==> src/rtl/irq_flag_pkg.sv <==
package irq_flag_pkg;

    typedef enum logic {
        FLG_IDLE = 1'b0,
        FLG_PEND = 1'b1
    } flg_st_e;

    // Sources are laid out timers first, then external lines.
    function automatic bit src_is_timer(input int idx, input int n_tmr);
        return idx < n_tmr;
    endfunction

    // Position of a source inside its own group.
    function automatic int src_local(input int idx, input int n_tmr);
        return (idx < n_tmr) ? idx : idx - n_tmr;
    endfunction

    // The low group members clear themselves on acknowledge.
    function automatic bit src_auto(input int idx, input int n_tmr, input int n_auto);
        return src_local(idx, n_tmr) < n_auto;
    endfunction

    // Software-cleared timers carry a hidden pending flag.
    function automatic bit src_hidden(input int idx, input int n_tmr, input int n_auto);
        return src_is_timer(idx, n_tmr) && !src_auto(idx, n_tmr, n_auto);
    endfunction

endpackage

==> src/rtl/irq_ack_dec.sv <==
module irq_ack_dec #(
    parameter int N_SRC = 10,
    parameter int IW    = 4
) (
    input  logic             vld_i,
    input  logic [IW-1:0]    idx_i,
    output logic [N_SRC-1:0] hit_o
);

    // One-hot decode of the acknowledged source; out-of-range index hits nothing.
    for (genvar i = 0; i < N_SRC; i++) begin : g_hit
        assign hit_o[i] = vld_i && (idx_i == IW'(i));
    end

endmodule

==> src/rtl/irq_flag_cell.sv <==
module irq_flag_cell
    import irq_flag_pkg::*;
#(
    parameter bit AUTO_ACK = 1'b0,
    parameter bit HIDDEN   = 1'b0
) (
    input  logic clk,
    input  logic rst_n,
    input  logic set_i,
    input  logic ack_i,
    input  logic swclr_i,
    input  logic en_i,
    output logic rd_o,
    output logic req_o
);

    flg_st_e vis_q, vis_d;
    flg_st_e hid_q, hid_d;
    logic    en_q;
    logic    en_fall;
    logic    vis_clr;
    logic    hid_clr;

    assign en_fall = en_q && !en_i;
    assign vis_clr = swclr_i || (AUTO_ACK && ack_i);
    assign hid_clr = swclr_i || en_fall;

    // State registers
    always_ff @(posedge clk) begin
        if (!rst_n) begin
            vis_q <= FLG_IDLE;
            hid_q <= FLG_IDLE;
            en_q  <= 1'b0;
        end else begin
            vis_q <= vis_d;
            hid_q <= hid_d;
            en_q  <= en_i;
        end
    end

    // Visible flag: raise on set, drop on clear unless a set arrives too
    always_comb begin
        vis_d = vis_q;
        unique case (vis_q)
            FLG_IDLE: if (set_i) vis_d = FLG_PEND;
            FLG_PEND: if (!set_i && vis_clr) vis_d = FLG_IDLE;
            default:  vis_d = FLG_IDLE;
        endcase
    end

    // Hidden flag: only present on software-cleared timers
    always_comb begin
        hid_d = FLG_IDLE;
        if (HIDDEN) begin
            unique case (hid_q)
                FLG_IDLE: hid_d = set_i ? FLG_PEND : FLG_IDLE;
                FLG_PEND: hid_d = (!set_i && hid_clr) ? FLG_IDLE : FLG_PEND;
                default:  hid_d = FLG_IDLE;
            endcase
        end
    end

    // Outputs
    always_comb begin
        rd_o  = !HIDDEN && (vis_q == FLG_PEND);
        req_o = en_i && (HIDDEN ? (hid_q == FLG_PEND) : (vis_q == FLG_PEND));
    end

    // a set pulse always leaves the flag pending
    a_r10_set_wins: assert property (@(posedge clk) disable iff (!rst_n)
        set_i |=> (vis_q == FLG_PEND));

    // a software clear without a set empties the flag
    a_r5_sw_clear: assert property (@(posedge clk) disable iff (!rst_n)
        (swclr_i && !set_i) |=> (vis_q == FLG_IDLE));

    if (AUTO_ACK) begin : g_auto_chk
        // acknowledge clears auto-clear sources
        a_r3_ack_clears: assert property (@(posedge clk) disable iff (!rst_n)
            (ack_i && !set_i) |=> (vis_q == FLG_IDLE));
    end else begin : g_sw_chk
        // acknowledge alone leaves software-cleared sources pending
        a_r4_ack_ignored: assert property (@(posedge clk) disable iff (!rst_n)
            (ack_i && !swclr_i && vis_q == FLG_PEND) |=> (vis_q == FLG_PEND));
    end

    if (HIDDEN) begin : g_hid_chk
        // enable falling edge wipes the hidden flag
        a_r8_disable_wipes: assert property (@(posedge clk) disable iff (!rst_n)
            (en_q && !en_i && !set_i) |=> (hid_q == FLG_IDLE));
        // hidden pending implies visible pending
        a_r5_hid_in_vis: assert property (@(posedge clk) disable iff (!rst_n)
            (hid_q == FLG_PEND) |-> (vis_q == FLG_PEND));
        // hidden timers never show on the read port
        a_r6_read_zero: assert property (@(posedge clk) disable iff (!rst_n)
            !rd_o);
    end

endmodule

==> src/rtl/irq_flag_ctrl.sv <==
module irq_flag_ctrl
    import irq_flag_pkg::*;
#(
    parameter int N_TMR  = 5,
    parameter int N_EXT  = 5,
    parameter int N_AUTO = 2,
    localparam int NSRC  = N_TMR + N_EXT,
    localparam int IDXW  = $clog2(NSRC)
) (
    input  logic            clk,
    input  logic            rst_n,
    input  logic [N_TMR-1:0] tmr_ovf,
    input  logic [N_EXT-1:0] ext_req,
    input  logic [NSRC-1:0] src_en,
    input  logic            ack_vld,
    input  logic [IDXW-1:0] ack_idx,
    input  logic            wr_en,
    input  logic [NSRC-1:0] wr_data,
    output logic [NSRC-1:0] rd_data,
    output logic [NSRC-1:0] irq_req
);

    logic [NSRC-1:0] set_vec;
    logic [NSRC-1:0] ack_hit;
    logic [NSRC-1:0] sw_clr;

    assign set_vec = {ext_req, tmr_ovf};
    assign sw_clr  = {NSRC{wr_en}} & ~wr_data;

    irq_ack_dec #(
        .N_SRC (NSRC),
        .IW    (IDXW)
    ) u_ack (
        .vld_i (ack_vld),
        .idx_i (ack_idx),
        .hit_o (ack_hit)
    );

    for (genvar i = 0; i < NSRC; i++) begin : g_src
        irq_flag_cell #(
            .AUTO_ACK (src_auto(i, N_TMR, N_AUTO)),
            .HIDDEN   (src_hidden(i, N_TMR, N_AUTO))
        ) u_cell (
            .clk     (clk),
            .rst_n   (rst_n),
            .set_i   (set_vec[i]),
            .ack_i   (ack_hit[i]),
            .swclr_i (sw_clr[i]),
            .en_i    (src_en[i]),
            .rd_o    (rd_data[i]),
            .req_o   (irq_req[i])
        );
    end

    // no request leaves for a disabled source
    a_r7_gated: assert property (@(posedge clk) disable iff (!rst_n)
        (irq_req & ~src_en) == '0);

    // the cycle after reset starts with nothing pending
    a_r1_reset_empty: assert property (@(posedge clk)
        !rst_n |=> (rd_data == '0));

endmodule

==> config.mk <==
export PLATFORM = sky130hd
export DESIGN_NAME = irq_flag_ctrl
export DESIGN_NICKNAME = d
export VERILOG_FILES = /design/src/rtl/irq_flag_pkg.sv /design/src/rtl/irq_ack_dec.sv /design/src/rtl/irq_flag_cell.sv /design/src/rtl/irq_flag_ctrl.sv
export SDC_FILE = /design/constraint.sdc
export NUM_CORES = 1
export LEC_CHECK = 0
export BUFFER_PORTS_ARGS = -buffer_cell sky130_fd_sc_hd__buf_2
export CAP_MARGIN = 20
export CORE_UTILIZATION = 36
export DETAILED_ROUTE_END_ITERATION = 10
export GPL_TIMING_DRIVEN = 0
export HOLD_SLACK_MARGIN = 0.05
export MAX_ROUTING_LAYER = met4
export PLACE_DENSITY = 0.74
export SYNTH_ARGS = -nofsm -noshare
export SYNTH_HDL_FRONTEND = slang
export SYNTH_SLANG_ARGS = --single-unit
export TNS_END_PERCENT = 50
==> constraint.sdc <==
create_clock -name clk -period 2.1 [get_ports clk]
set_input_delay 0.21 -clock clk [delete_from_list [all_inputs] [get_ports clk]]
set_output_delay 0.21 -clock clk [all_outputs]
set_load 0.1 [all_outputs]
### After elaboration in Yosys (flattened, before gate mapping)

Index checks and enable logic that the tools add are counted.

* register bits after elaboration: 13
* latch bits: 0
* RAM bits: 0
* bits in read-only memories: 0
* output and inout bits: 20
* logic and storage cells: 106
* memories kept: 0

* $add $sub $neg: 0
* multipliers: 0
* div/mod/pow operators: 0
* order comparisons: 0
* equality and inequality tests: 3
* shifts and indexed selects: 0
* muxes and demuxes: 30
* bitwise logic cells: 12
* reduce and logical (&&, ||, !) cells: 48

Operators with widths (count)
* $logic_and 1x1->1: 27
* $mux 1: 20
* $pmux 1 s2: 10
* $logic_not 1->1: 13
* $and 10x10->10: 1
* $not 1->1: 10
* $not 10->10: 1
* $eq 4x3->1 const B: 2
* $logic_or 1x1->1: 7
* $eq 4x1->1 const B: 1
* $logic_not 4->1: 1

### Longest topological paths before layout

* depth in word-level cells: 6
* depth in mapped cells: 3
* depth with buffers taken out: 3

### Modules after synthesis

Synthesis repeated with hierarchy kept, for this count alone.

* cell total of the unflattened synthesis: 85
* area total of the unflattened synthesis: 735.7 sq um

By module, submodules not included
* irq_flag_cell at g_src[2].u_cell ...: instances 3, cells an instance 9, area an instance 85.1 sq um
* irq_flag_cell at g_src[0].u_cell ...: instances 4, cells an instance 5, area an instance 46.3 sq um
* irq_flag_cell at g_src[7].u_cell ...: instances 3, cells an instance 4, area an instance 48.8 sq um
* irq_ack_dec: instances 1, cells an instance 16, area an instance 86.3 sq um
* irq_flag_ctrl: instances 1, cells an instance 10, area an instance 62.6 sq um

### Least setup slack after synthesis

No wires, ideal clock.

* path kind: input to register
* start point: in ack_idx[3]
* end point: reg g_src[1].u_cell.vis_q
* data arrival time: 1.006 ns
* slack: 0.973 ns
* stages on the path: 2
* buffers on the path: 0
* cells stage by stage: or4b_4 -> o311a_1

* longest elaborated chain between the ends: 6

RTL lines
* start: declaration: RTL line irq_flag_ctrl.sv:16 `input logic [IDXW-1:0] ack_idx,`
* $eq 4x1->1: RTL line irq_ack_dec.sv:12 `assign hit_o[i] = vld_i && (idx_i == IW'(i));`
* $logic_and 1x1->1: RTL line irq_ack_dec.sv:12
* $logic_or 1x1->1: RTL line irq_flag_cell.sv:25 `assign vis_clr = swclr_i || (AUTO_ACK && ack_i);`
* $logic_and 1x1->1: RTL line irq_flag_cell.sv:46 `FLG_PEND: if (!set_i && vis_clr) vis_d = FLG_IDLE;`
* $mux 1: RTL line irq_flag_cell.sv:46
* $pmux 1 s2: RTL line irq_flag_cell.sv:44 `unique case (vis_q)`
* end signal: assignment: RTL line irq_flag_cell.sv:35 `vis_q <= vis_d;`
* end: declaration: RTL line irq_flag_cell.sv:17 `flg_st_e vis_q, vis_d;`

No other way between the ends.
A chain may end at the register's enable or synchronous reset.

### Worst setup path in the final report

* start point: reg g_src[1].u_cell.vis_q
* end point: out irq_req[1]

* longest elaborated chain between the ends: 1

RTL lines
* $logic_and 1x1->1: RTL line irq_flag_cell.sv:66 `req_o = en_i && (HIDDEN ? (hid_q == FLG_PEND) : (vis_q == FLG_PEND));`
* end: declaration: RTL line irq_flag_ctrl.sv:20 `output logic [NSRC-1:0] irq_req`

No other way between the ends.

==> impl_metrics.json <==
{
  "die_area_sq_um": 2280,
  "drt-met1-wl_um": 668,
  "fin_crit_ns": 1.48,
  "grt_usage_pct": 16.9,
  "cp-startpoint": "g_src[1].u_cell.rd_o",
  "cts_tree": "yes",
  "netlist_area_sq_um": 752,
  "start_kind": "flip-flop",
  "rr_worst_depth": 3,
  "seq_area_frac_synth_pct": 34.6,
  "ir_worst_vdd_uv": 373,
  "clock_sinks": 13,
  "status": "complete, no violations",
  "insertion_delay_ns": 0.28,
  "crit_type": "reg -> out",
  "layout.nets": 186,
  "rsz0062_at_grt": "no",
  "critPathMaxFanout": 3,
  "grt_overflow_total": 0,
  "power_density_nw_per_um2": 665,
  "dr.max_layer_used": "met4",
  "drt_first_pass_iters": 4,
  "post_drt_wl_per_cell_um": 9.63,
  "hold_viol": 0,
  "clock_skew_ns": 0.00465,
  "placed_area_sq_um": 1060,
  "post-cts-setup-buffers": 0,
  "dr_wl_met2_um": 838,
  "ant_nets": 0,
  "nFillCells": 213,
  "core_area_sq_um": 1960,
  "area_delta_synth_final_pct": 44.9,
  "drive_above_1_share_pct": 53.1,
  "p_leak_nw": 0.586,
  "fin_setup_tns_ns": 0,
  "cts_buffers": 3,
  "die_w_um": 47.7,
  "grt_pass1_wl_um": 2470,
  "antenna_cells": 0,
  "post-dp-hpwl_um": 1320,
  "ios": 58,
  "cp_data_arrival_time_ns": 1.27,
  "fmax_mhz": 675,
  "critPathRequiredTime_ns": 1.89,
  "ys_warn_count": 0,
  "start_util_pct": 38.3,
  "drt_first_iter_violations": 7,
  "wl_met3_um": 121,
  "viasPerCell": 4.41,
  "stdcell_area_sq_um": 1090,
  "max_cap_violations": 0,
  "antenna_found_initial": 0,
  "ctsLongestPathBuffers": 2,
  "wirelength_um": 1680,
  "post_cts_resized": 0,
  "holdBufCountCts": 0,
  "period_share_pct": 70.5,
  "drc": 0,
  "hold_class": "in -> reg",
  "postSynthAreaPerCell_sq_um": 8.64,
  "clk_pin_slew_ns": 0.08,
  "num_rows": 16,
  "synth_cell_types": 18,
  "io_buffers": 54,
  "htree_num_levels": 1,
  "ys_ff_latch": 13,
  "grt_pass1_vias": 616,
  "cts_root_buf": "clkbuf_4",
  "endpoint_kind": "primary output",
  "grt_max_degree": 11,
  "drv_slew": 0,
  "gp_congestion": 0.705,
  "vias": 767,
  "hold_depth": 2,
  "synthCells": 87,
  "hold_path_startpoint": "src_en[2]",
  "die_y_um": 47.7,
  "setup_viol": 0,
  "r2r_start": "g_src[4].u_cell.en_q"
}
## area by class of cell
| class | count | area [sq um] | share of cell area, % |
|---|---|---|---|
| Clock buffer | 4 | 26.3 | 2.41 |
| Tap cell | 27 | 33.8 | 3.10 |
| Timing Repair Buffer | 54 | 270 | 24.8 |
| Multi-Input combinational cell | 54 | 342 | 31.3 |
| Sequential cell | 13 | 260 | 23.9 |
| Inverter | 1 | 3.75 | 0.344 |
| Buffer | 21 | 154 | 14.1 |
## worst paths after layout
check | end | slack, ns
max | irq_req[1] | 0.62
min | g_src[2].u_cell.en_q | 0.14
max reg2reg | g_src[4].u_cell.hid_q | 1.40
min reg2reg | g_src[3].u_cell.hid_q | 0.52
## metrics by stage
stage / hold WS [ns] / power [mW] / util (%) / instances / setup WS (ns)
5_1_grt: 0.130 / 0.767 / 55.5 / 174 / 0.529
3_5_place_dp: 0.437 / 0.573 / 54.2 / 170 / 0.845
2_1_floorplan: 0.332 / 0.511 / - / 89 / 0.973
3_3_place_gp: 0.430 / 0.568 / 54.2 / 170 / 0.845
4_1_cts: 0.139 / 0.733 / 55.5 / 174 / 0.604
6_report: 0.142 / 0.725 / 55.5 / 174 / 0.619
## kinds of logic after synthesis
| kind of cell | share of synthesized area, % |
|---|---|
| AOI/OAI and AO/OA | 8.82 |
| other | 0.499 |
| buffers and inverters | 21.0 |
| DFF | 34.6 |
| and+or+nand+nor | 35.1 |
## sequential cells by signal, indices dropped and copies added, names as in the netlist
register and count:
g_src.u_cell.en_q 3, g_src.u_cell.hid_q 3, g_src.u_cell.rd_o 7
## layout by cell type (no fill, tap or decap)
| cell | n |
|---|---|
| clkbuf_4 | 3 |
| nor2b_1 | 6 |
| nand3b_1 | 1 |
| and2_1 | 13 |
| buf_2 | 54 |
| nand2b_1 | 13 |
| a21o_1 | 1 |
| inv_1 | 1 |
| conb_1 | 3 |
| buf_4 | 20 |
| o311a_1 | 1 |
| nor3b_1 | 3 |
| a21oi_1 | 6 |
| dfxtp_1 | 13 |
| nor4_1 | 1 |
| nor3_1 | 1 |
| clkbuf_1 | 2 |
| a31oi_1 | 3 |
| or4b_4 | 1 |
| nor4b_1 | 1 |
## power by group
group | leakage [nW] | internal [mW] | switching [mW]
clock network | 0.0150 | 0.0737 | 0.0846
registers | 0.109 | 0.263 | 0.00901
logic | 0.462 | 0.0871 | 0.207
## layer usage
| layer | GRT usage [%] | up-vias |
|---|---|---|
| li1 | - | 385 |
| met1 | 15.6 | 338 |
| met2 | 30.8 | 40 |
| met3 | 2.26 | 4 |
| met4 | 13.3 | 0 |
| met5 | - | - |
## Yosys cell counts
master | count | area [sq um]
inv_1 | 1 | 3.75
nand3b_1 | 1 | 7.51
nor3_1 | 1 | 5.00
a31oi_1 | 3 | 18.8
conb_1 | 1 | 3.75
a21o_1 | 1 | 7.51
o311a_1 | 1 | 10.0
and2_1 | 13 | 81.3
dfxtp_1 | 13 | 260
nor4_1 | 1 | 6.26
nor2b_1 | 6 | 37.5
nor4b_1 | 1 | 8.76
a21oi_1 | 6 | 30.0
nand2b_1 | 13 | 81.3
nor3b_1 | 3 | 22.5
or4b_4 | 1 | 13.8
buf_4 | 20 | 150
clkbuf_1 | 1 | 3.75
## critical path: stages (launching register included)
cell     delay (ns)
dfxtp_1        0.36
and2_1         0.13
buf_4          0.09
buf_2          0.41
Note: power is estimated with default switching activity, not from simulation.
